## config.mk

```make
export PLATFORM = sky130hd
export DESIGN_NAME = psb_status_reg
export DESIGN_NICKNAME = d
export VERILOG_FILES = /design/src/rtl/psb_pkg.sv /design/src/rtl/psb_policy.sv /design/src/rtl/psb_field_decode.sv /design/src/rtl/psb_capture_core.sv /design/src/rtl/psb_status_reg.sv
export SDC_FILE = /design/constraint.sdc
export NUM_CORES = 1
export LEC_CHECK = 0
export BUFFER_PORTS_ARGS = -buffer_cell sky130_fd_sc_hd__buf_2
export CORE_UTILIZATION = 40
export DETAILED_ROUTE_END_ITERATION = 8
export MAX_ROUTING_LAYER = met4
export PLACE_DENSITY = 0.72
export SLEW_MARGIN = 20
export SYNTH_ARGS = -nofsm -noshare
export SYNTH_HDL_FRONTEND = slang
export SYNTH_SLANG_ARGS = --single-unit
```

## constraint.sdc

```tcl
create_clock -name clk -period 2.1 [get_ports clk]
set_clock_uncertainty 0.2 [all_clocks]
set_input_delay 0.42 -clock clk [delete_from_list [all_inputs] [get_ports clk]]
set_output_delay 0.42 -clock clk [all_outputs]
set_load 0.02 [all_outputs]
```

## src/rtl/psb_pkg.sv

```systemverilog
package psb_pkg;

    typedef enum logic {
        PSB_MODE_COPY  = 1'b0,
        PSB_MODE_LATCH = 1'b1
    } psb_mode_e;

    // Decision taken for one arriving octet
    typedef enum logic [1:0] {
        PSB_ACT_NONE    = 2'd0,
        PSB_ACT_LOAD    = 2'd1,
        PSB_ACT_CAPTURE = 2'd2,
        PSB_ACT_DROP    = 2'd3
    } psb_action_e;

endpackage

```

## src/rtl/psb_policy.sv

```systemverilog
module psb_policy
    import psb_pkg::*;
#(
    parameter int OCTET_W = 8
) (
    input  logic               valid,
    input  logic [OCTET_W-1:0] octet,
    input  psb_mode_e          mode,
    input  logic               hold_eff,
    output psb_action_e        action
);

    logic octet_nz;

    assign octet_nz = |octet;

    always_comb begin
        action = PSB_ACT_NONE;
        if (valid) begin
            if (mode == PSB_MODE_COPY) begin
                action = PSB_ACT_LOAD;
            end else if (hold_eff) begin
                action = PSB_ACT_DROP;
            end else if (octet_nz) begin
                action = PSB_ACT_CAPTURE;
            end else begin
                action = PSB_ACT_NONE;
            end
        end
    end

endmodule

```

## src/rtl/psb_field_decode.sv

```systemverilog
module psb_field_decode #(
    parameter int OCTET_W = 8,
    parameter int REI_W   = 4,
    parameter int RDI_W   = 3
) (
    input  logic [OCTET_W-1:0] value,
    output logic [REI_W-1:0]   rei,
    output logic [RDI_W-1:0]   rdi
);

    localparam int REI_LSB = OCTET_W - REI_W;
    localparam int RDI_LSB = REI_LSB - RDI_W;

    for (genvar i = 0; i < REI_W; i++) begin : g_rei
        assign rei[i] = value[REI_LSB + i];
    end

    for (genvar j = 0; j < RDI_W; j++) begin : g_rdi
        assign rdi[j] = value[RDI_LSB + j];
    end

endmodule

```

## src/rtl/psb_capture_core.sv

```systemverilog
module psb_capture_core
    import psb_pkg::*;
#(
    parameter int OCTET_W = 8
) (
    input  logic               clk,
    input  logic               rst_n,
    input  logic               valid,
    input  logic [OCTET_W-1:0] octet,
    input  psb_mode_e          mode,
    input  logic               rd,
    output logic [OCTET_W-1:0] value,
    output logic               hold,
    output logic               dropped
);

    typedef struct packed {
        logic [OCTET_W-1:0] value;
        logic               hold;
        logic               dropped;
        psb_mode_e          mode;
    } state_t;

    state_t      st_q, st_d;
    logic        mode_chg;
    logic        release_hold;
    logic        hold_eff;
    psb_action_e action;

    assign mode_chg     = (mode != st_q.mode);
    assign release_hold = rd | mode_chg;
    assign hold_eff     = st_q.hold & ~release_hold;

    psb_policy #(.OCTET_W(OCTET_W)) u_policy (
        .valid    (valid),
        .octet    (octet),
        .mode     (mode),
        .hold_eff (hold_eff),
        .action   (action)
    );

    always_comb begin
        st_d      = st_q;
        st_d.mode = mode;
        st_d.hold = hold_eff;
        if (rd) begin
            st_d.dropped = 1'b0;
        end
        case (action)
            PSB_ACT_LOAD: begin
                st_d.value = octet;
                st_d.hold  = 1'b0;
            end
            PSB_ACT_CAPTURE: begin
                st_d.value = octet;
                st_d.hold  = 1'b1;
            end
            PSB_ACT_DROP: begin
                st_d.dropped = 1'b1;
            end
            default: begin
            end
        endcase
        if (mode == PSB_MODE_COPY) begin
            st_d.hold = 1'b0;
        end
    end

    always_ff @(posedge clk) begin
        if (!rst_n) begin
            st_q.value   <= '0;
            st_q.hold    <= 1'b0;
            st_q.dropped <= 1'b0;
            st_q.mode    <= PSB_MODE_COPY;
        end else begin
            st_q <= st_d;
        end
    end

    assign value   = st_q.value;
    assign hold    = st_q.hold;
    assign dropped = st_q.dropped;

endmodule

```

## src/rtl/psb_status_reg.sv

```systemverilog
module psb_status_reg
    import psb_pkg::*;
#(
    parameter int OCTET_W = 8,
    parameter int REI_W   = 4,
    parameter int RDI_W   = 3
) (
    input  logic               clk,
    input  logic               rst_n,
    input  logic [OCTET_W-1:0] rx_octet,
    input  logic               rx_valid,
    input  logic               mode_latch,
    input  logic               rd_strobe,
    output logic [OCTET_W-1:0] reg_value,
    output logic [REI_W-1:0]   rei_count,
    output logic [RDI_W-1:0]   rdi_code,
    output logic               held,
    output logic               drop_flag
);

    psb_mode_e mode_sel;

    assign mode_sel = mode_latch ? PSB_MODE_LATCH : PSB_MODE_COPY;

    psb_capture_core #(.OCTET_W(OCTET_W)) u_core (
        .clk     (clk),
        .rst_n   (rst_n),
        .valid   (rx_valid),
        .octet   (rx_octet),
        .mode    (mode_sel),
        .rd      (rd_strobe),
        .value   (reg_value),
        .hold    (held),
        .dropped (drop_flag)
    );

    psb_field_decode #(
        .OCTET_W (OCTET_W),
        .REI_W   (REI_W),
        .RDI_W   (RDI_W)
    ) u_decode (
        .value (reg_value),
        .rei   (rei_count),
        .rdi   (rdi_code)
    );

endmodule

```

# Word level (Yosys, flattened, before mapping)
# Cells that the tools add are included.
[op_classes]
mul = 0
n_lt_le_gt_ge = 0
mux = 8
n_shift = 0
n_addsub = 0
n_eq_ne = 4
n_reduce_logical = 4
div_mod_pow = 0
bitwise = 3
[ops]
columns = ["op", "n"]
rows = [
  ["$pmux 9 s2", 1],
  ["$mux 2", 4],
  ["$reduce_or 8->1", 1],
  ["$eq 2x2->1 const B", 2],
  ["$reduce_bool 2->1", 2],
  ["$mux 1", 3],
  ["$eq 2x1->1 const B", 1],
  ["$reduce_and 2->1", 1],
  ["$and 1x1->1", 1],
  ["$ne 1x1->1", 1],
  ["$not 1->1", 1],
  ["$or 1x1->1", 1],
]
[totals]
mem_bits_ro = 0
latchBits = 0
ramBits = 0
ff_bits = 11
mem_count = 0
input_bits = 13
word_cells = 23

# Depth between registers and ports, before layout
# Gate-level depths: netlist of the first run.
[depth]
word_depth = 10
depth_mapped = 8
ltp_nobuf = 7

# Cells and area by module
# From an unflattened synthesis of the first run, not the netlist that was laid out.
[hier_totals]
hier_cells = 74
hier_area_um2 = 659.4
[modules_own_cells]
columns = ["mod", "cells_each", "n_inst", "area_each_um2"]
rows = [
  ["psb_capture_core", 60, 1, 564.3],
  ["psb_field_decode", 7, 1, 52.6],
  ["psb_policy", 7, 1, 42.5],
]

# Least setup slack after synthesis of the first run
# No wires, ideal clock.
[synth_timing]
path_type = "in2reg"
start = "input port rx_octet[0]"
end = "register u_core.hold (netlist name)"
cell_stages = 7
setup_time_ns = 0.115
path_slack_ns = -0.025
t_arrival_ns = 1.810
required_ns = 1.785
n_path_buf = 1
cell_sequence = "nor4_2 -> o311ai_2 -> and3_1 -> ha_1 -> buf_2 -> o22ai_1 -> and2_1"
[synth_via]
elab_chain_len = 7
word_cells_on_any_way = 8
cone_classes = "eq/ne (2); mux (5); reduce/logical (1)"
[synth_lines]
columns = ["element", "line_no", "text"]
rows = [
  ["start: declaration", "psb_status_reg.sv:10", "input logic [OCTET_W-1:0] rx_octet,"],
  ["$reduce_or 8->1 (*)", "psb_policy.sv:15", "assign octet_nz = |octet;"],
  ["$mux 2 (*)", "psb_policy.sv:24", "end else if (octet_nz) begin"],
  ["$mux 2 (*)", "psb_policy.sv:22", "end else if (hold_eff) begin"],
  ["$mux 2 (*)", "psb_policy.sv:20", "if (mode == PSB_MODE_COPY) begin"],
  ["$mux 2 (*)", "psb_policy.sv:19", "if (valid) begin"],
  ["$eq 2x2->1 or $eq 2x1->1 (tied branches)", "psb_capture_core.sv:49", "case (action)"],
  ["$pmux 9 s2 (*)", "psb_capture_core.sv:49", ""],
]
# Mark *: on every way between the ends. The rest lies on a longest branch, timed or not. The select of a mux whose other input is x is not followed.
# A chain may end at the register's enable or synchronous reset.

# Worst setup path after layout of the first run
[layout_timing]
start = "register u_core.st_q[0] in the netlist's numbering"
end = "register u_core.value[1] (netlist name)"
[layout_via]
elab_chain_len = 9
word_cells_on_any_way = 10
cone_classes = "eq/ne (3); mux (3); bitwise (3); reduce/logical (1)"
[layout_lines]
columns = ["element", "line_no", "text"]
rows = [
  ["start: declaration", "psb_capture_core.sv:24", "state_t st_q, st_d;"],
  ["start signal: assignment", "psb_capture_core.sv:76", "st_q <= st_d;"],
  ["$ne 1x1->1 (*)", "psb_capture_core.sv:30", "assign mode_chg = (mode != st_q.mode);"],
  ["$or 1x1->1 (*)", "psb_capture_core.sv:31", "assign release_hold = rd | mode_chg;"],
  ["$not 1->1 (*)", "psb_capture_core.sv:32", "assign hold_eff = st_q.hold & ~release_hold;"],
  ["$and 1x1->1 (*)", "psb_capture_core.sv:32", ""],
  ["$mux 2 (*)", "psb_policy.sv:22", ""],
  ["$mux 2 (*)", "psb_policy.sv:20", ""],
  ["$mux 2 (*)", "psb_policy.sv:19", ""],
  ["$eq 2x1->1 or $eq 2x2->1 (tied branches)", "psb_capture_core.sv:49", ""],
  ["$reduce_bool 2->1 (no line) (*)", "n/a", ""],
]
# Mark *: on every way between the ends. The rest lies on a longest branch, timed or not.

==> summary.txt, run 1 <==
Status
  • Status: complete, no violations

Layout
  • Filler cell count in the final layout: 161
  • Final nets: 114
  • Share of cells above drive strength 1: 46.4%
  • Final non-filler cell total: 113
  • Diodes inserted: 0
  • Synthesis-to-finish area growth: 22.2%
  • Multi-input gate area: 355 µm²
  • Register Area: 220 µm²

Detailed routing
  • Via density per instance: 4.96
  • WL met2: 621 µm
  • Starting DRC count in detailed routing: 2
  • Wire per inst: 11.7 µm
  • Remaining antenna violation count: 0
  • Routed length on met1: 580 µm
  • Drt drc: 0
  • Top Layer Used: met4
  • Met3 Wirelength: 86 µm
  • Total wire length: 1320 µm
  • Via count: 561
  • DRT Pass-1 Iters: 3

Power
  • Pleak: 0.383 nW
  • Total power: 0.477 mW
  • PD cells: 577 nW/µm²
  • VDD IR-drop max: 0.000305 V

Placement
  • Placer Congestion: 0.834
  • Hpwl dp: 990 µm
  • Port buffer count: 29
  • Dpl cells: 108

Logic synthesis
  • Ys async rst share: 0%
  • Gate Count Post-Synth: 74
  • Synth top area share: 32.5%
  • Yosys Warn Count: 0
  • Synthesized area per cell: 9.15 µm²
  • Seq cells post-synth: 11
  • Synth cell types: 21
  • Ys flop type: dfxtp_1
  • Synthesized cell area: 677 µm²
  • Leading area contributor after synthesis: dfxtp_1
  • Synth Net Count: 90
  • Area contributors post-synth: dfxtp_1, buf_4, nand3b_1
  • Most numerous cell in the Yosys netlist: buf_4
  • Number of synthesized flops with an enable pin: 0
  • Top post-synthesis cells by count: buf_4, dfxtp_1, nand2_1, nand3b_1, a21boi_1
  • Sequential share of the synthesized area: 32.5%

Critical path
  • Worst r2r dst: u_core.value[1]
  • RR Startpoint: u_core.st_q[0]
  • CP Cell Sequence: xor2_2 > o311ai_2 > and3_1 > ha_4 > buf_4 > nand3b_1 > a21boi_1
  • Slowest CP cell: dfxtp_1
  • Worst Setup End Kind: flip-flop
  • CP max FO: 9
  • Setup CP Type: reg -> reg
  • R2r setup slk: 0.13 ns
  • Startpoint Class: flip-flop
  • Worst path required time: 2.10 ns
  • R2R depth: 7
  • Arrival time at the worst endpoint: 1.98 ns
  • Slowest stage delay, CP: 0.34 ns

Timing
  • Period utilisation layout: 94.0%
  • Worst rel slew slack: 81.8%
  • Worst slew pin tran: 0.274 ns
  • Fmax achieved: 507 MHz
  • Max Slew Vio Count: 0
  • Clock period minus worst slack: 1.97 ns
  • Final hold vios: 0
  • Final setup violating endpoints: 0

Floorplan
  • Die width: 43.1 µm
  • IO Count: 30
  • CORE AREA: 1540 µm²
  • Row cnt: 14
  • Die Ht: 43.1 µm
  • Initial Utilization: 43.9%
  • Die area: 1860 µm²

Global routing
  • Initial antenna violation count: 0
  • Largest net degree at the start of global routing: 11
  • Gr usage total: 15.8%
  • Overflow after GRT: 0
  • Vias in the first global route: 470
  • First-pass GRT wire length: 2080 µm

CTS
  • H-tree depth: 1
  • CTS buffer count: 3
  • Clock Root Buffer: clkbuf_4
  • CTS sink cnt: 11
  • Clock-pin slew reported for the worst setup and hold paths after clock tree synthesis: 0.07 ns
  • CTS tree: yes
  • Clock Tree Buf Depth: 2
  • Worst skew pair latency: 0.27 ns

Worst hold path
  • Hold path start: rx_octet[7]
  • Hold EP: u_core.value[7]
  • Type of the worst min-delay path: in -> reg
  • Hold depth: 3

Run
  • Max-capacitance violation count: 0
[worst max-delay path, delay by kind of cell, from the launching register on]
kind                       cells  cell delay [ns]
adders and majority gates      1             0.22
DFF                            1             0.34
buffers and inverters          1             0.16
and+or+nand+nor                2             0.42
xor gates and xnor gates       1             0.16
AOI/OAI and AO/OA              2             0.41
[cell type report]
type	instances	area share, %
Clock buffer	4	3.18
Tap cell	16	2.42
Sequential cell	11	26.6
Timing Repair Buffer	36	23.9
Inverter	2	0.908
Multi-Input combinational cell	44	43.0
[timing repair]
| item | in CTS | in global routing |
|---|---|---|
| endpoints found under the hold margin | 0 | 0 |
| setup endpoints to repair | 0 | 9 |
| hold buffers | 0 | 0 |
| gates resized for setup | 0 | 3 |
| buffers inserted | 0 | 1 |
[worst max-delay path by stage]
stage	start	slack, ns	to
floorplan	rx_octet[0]	0.009	u_core.hold
global placement	rx_octet[0]	-0.16	u_core.value[2]
detailed placement	rx_octet[0]	-0.23	u_core.value[3]
CTS	rx_octet[0]	0.05	u_core.value[1]
global route	u_core.st_q[0]	-0.004	u_core.value[3]
finish	u_core.st_q[0]	0.13	u_core.value[1]
[layout by cell type, fill, tap and decap left out, drive strengths merged]
cell type  Yosys  routed
and3           1       1
or2            1       1
nand3b        10      10
nor2b          1       1
nand3          1       1
o311ai         1       1
and2           3       3
buf           17      36
inv            2       2
o22ai          1       1
ha             3       3
a21boi         8       8
clkbuf         0       4
xor2           1       1
nor4           2       2
nand2         10      10
o21a           1       1
dfxtp         11      11
[where the power goes]
group          switching [mW]  total, mW  internal, mW
registers             0.00475      0.221         0.216
logic                  0.0588      0.109        0.0501
clock network          0.0736      0.147        0.0736
[through the flow]
| step | util (%) | setup slack, ns | hold WS [ns] | TNS [ns] | instance area, µm² |
|---|---|---|---|---|---|
| 2_1_floorplan | - | 0.00890 | 0.231 | 0 | 679 |
| 3_3_place_gp | 49.6 | -0.160 | 0.239 | -1.27 | 764 |
| 3_5_place_dp | 49.6 | -0.226 | 0.249 | -1.86 | 764 |
| 4_1_cts | 51.3 | 0.0458 | 0.229 | 0 | 791 |
| 5_1_grt | 53.7 | -0.00430 | 0.246 | -0.00430 | 827 |
| 6_report | 53.7 | 0.126 | 0.246 | 0 | 827 |
[logic make-up (layout without fill, tap and decap cells)]
family,count (synthesis),count (layout),synth area share (%)
xor gates and xnor gates,1,1,1.29
adders and majority gates,3,3,5.55
AOI/OAI and AO/OA,11,11,13.3
buffers and inverters,19,42,19.2
and+or+nand+nor,29,29,28.1
DFF,11,11,32.5
[layer usage]
metal / vias up / track usage, %
met4: 0 / 10.9
met3: 4 / 5.96
met5: - / -
li1: 282 / -
met1: 254 / 19.4
met2: 21 / 20.9
[sequential cells by signal, summed over array words and instances, names as in the netlist]
signal          flops
u_core.dropped      1
u_core.hold         1
u_core.st_q         1
u_core.value        8
Power figures use the tool's default switching activity.
==> run 2: changes to the inputs <==
CORE_UTILIZATION = 43   (was 40)
CTS_BUF_LIST = sky130_fd_sc_hd__clkbuf_2 sky130_fd_sc_hd__clkbuf_4 sky130_fd_sc_hd__clkbuf_8   (was default)
PLACE_DENSITY = 0.77   (was 0.72)
==> summary.txt, run 2 (synthesis results as in run 1) <==
Status
  • Status: complete, no violations

Timing
  • Final hold vios: 0 (unchanged)
  • Fmax achieved: 492 MHz (-3.0%)
  • WHS: 0.237 ns (-0.00845 ns)
  • Worst rel slew slack: 81.1% (-0.65 points)
  • Max Slew Vio Count: 0 (unchanged)
  • Final setup violating endpoints: 0 (unchanged)
  • Setup TNS: 0 ns (unchanged)
  • Clock period minus worst slack: 2.03 ns (+0.0601 ns)
  • Worst slew pin tran: 0.283 ns (+0.00934 ns)
  • Unrepaired setup endpoints after global routing: yes
  • Period utilisation layout: 96.9% (+2.9 points)

Power
  • Total power: 0.492 mW (+3.0%)
  • PD cells: 603 nW/µm² (+4.5%)
  • VDD IR-drop max: 0.000317 V (+3.9%)
  • Pleak: 0.384 nW (+0.31%)

Floorplan
  • Die area: 1740 µm² (-6.7%)
  • Die Ht: 41.7 µm (-3.4%)
  • Row cnt: 13 (-1)
  • Die width: 41.7 µm (-3.4%)
  • Initial Utilization: 49.0% (+5.0 points)
  • IO Count: 30 (unchanged)
  • CORE AREA: 1380 µm² (-10%)

Layout
  • Filler cell count in the final layout: 135 (-16%)
  • Max reg flops: 8 (unchanged)
  • Share of cells above drive strength 1: 46.9% (+0.48 points)
  • Most frequent cells in the layout: buf_2, dfxtp_1, nand3b_1, nand2_1, a21boi_1
  • Top reg by flops: u_core.value
  • Diodes inserted: 0 (unchanged)
  • Most common cell after layout, fill and taps aside: buf_2
  • Post-layout util: 59.0% (+5.4 points)
  • Multi-input gate area: 349 µm² (-1.8%)
  • Final nets: 113 (-0.88%)
  • Synthesis-to-finish area growth: 20.5%
  • Register Area: 220 µm² (unchanged)

Placement
  • Hpwl dp: 1030 µm (+4.0%)
  • Placer Congestion: 0.865 (+3.7%)
  • Port buffer count: 29 (unchanged)

CTS
  • H-tree depth: 1 (unchanged)
  • CTS tree: yes
  • Clock Root Buffer: clkbuf_4
  • Worst skew pair latency: 0.28 ns (about the same)
  • Clock Tree Buf Depth: 2 (unchanged)
  • CTS buffer count: 3 (unchanged)
  • Post-CTS setup buffers: 0 (unchanged)
  • # hold bufs at CTS: 0 (unchanged)
  • CTS sink cnt: 11 (unchanged)
  • Clock-pin slew reported for the worst setup and hold paths after clock tree synthesis: 0.07 ns (about the same)

Global routing
  • Gr usage total: 17.6% (+1.9 points)
  • Vias in the first global route: 480 (+2.1%)
  • First-pass GRT wire length: 2190 µm (+5.0%)
  • Initial antenna violation count: 0 (unchanged)
  • Largest net degree at the start of global routing: 11 (unchanged)
  • Overflow after GRT: 0 (unchanged)

Detailed routing
  • Starting DRC count in detailed routing: 5 (+3)
  • DRT Pass-1 Iters: 4 (+1)
  • Drt drc: 0 (unchanged)
  • Remaining antenna violation count: 0 (unchanged)
  • Wire per inst: 12.2 µm (+3.7%)
  • Via density per instance: 4.91 (-1.1%)
  • Via count: 545 (-2.9%)
  • Total wire length: 1350 µm (+1.9%)

Critical path
  • Worst path required time: 2.11 ns (about the same)
  • Startpoint Class: input pin
  • Setup CP Type: in -> reg
  • Slowest CP cell: nor4_4
  • CP max FO: 9 (unchanged)
  • CP Cell Sequence: buf_2 > nor4_4 > o311ai_2 > and3_1 > ha_1 > buf_4 > nand3b_1 > a21boi_0
  • Arrival time at the worst endpoint: 2.04 ns (+0.06 ns)
  • Slowest stage delay, CP: 0.31 ns (-0.03 ns)
  • Delay-heaviest family, CP: simple AND/OR/NAND/NOR gates
  • Worst Setup End Kind: flip-flop
  • CP bufs+invs: 2 (+1)

Run
  • Max-capacitance violation count: 0 (unchanged)

Worst hold path
  • Type of the worst min-delay path: in -> reg
==> run 2: worst paths after layout <==
kind | start | end | slack [ns] | cells after the start
worst max-delay path | rx_octet[6] | u_core.value[3] | 0.07 | 8
worst min-delay path | rx_octet[5] | u_core.value[5] | 0.24 | 3
worst max register to register | u_core.st_q[0] | u_core.value[3] | 0.10 | 7
worst min register to register | u_core.value[0] | u_core.value[0] | 0.25 | 2
==> run 2: worst min-delay path, cell delays in order <==
cell and delay, ns:
buf_2 0.12, nand3b_1 0.07, a21boi_1 0.05
==> run 2: layout make-up <==
class	instances	share of cell area, %
multi-input cells	44	42.8
flip-flops and latches	11	27.0
repair buffers	35	23.3
clock buffers	4	3.68
well taps	15	2.30
inverters	2	0.920
==> run 2: repair_timing <==
action	in CTS	in global routing
pin swaps	0	2
resized for setup	1	4
setup endpoints to repair	2	8
==> run 2: layer usage <==
| metal | share of wire, % | track usage, % |
|---|---|---|
| met2 | 47 | 26.6 |
| met1 | 44 | 19.9 |
| met4 | 2.6 | 11.6 |
| met3 | 6.1 | 5.65 |
| met5 | 0 | - |
==> run 2: stage by stage <==
| stage | worst slack, ns | cells | cell area [µm²] |
|---|---|---|---|
| 3_5_place_dp | -0.292 | 107 | 763 |
| 2_1_floorplan | 0.00890 | 74 | 679 |
| 5_1_grt | -0.00945 | 111 | 816 |
| 3_3_place_gp | -0.164 | 107 | 763 |
| 4_1_cts | 0.0352 | 111 | 802 |
| 6_report | 0.0659 | 111 | 816 |
==> run 2: power breakdown <==
group,switching [mW],internal (mW),leakage (nW)
sequential,0.00447,0.216,0.0894
combinational,0.0588,0.0479,0.276
clock,0.0777,0.0866,0.0184
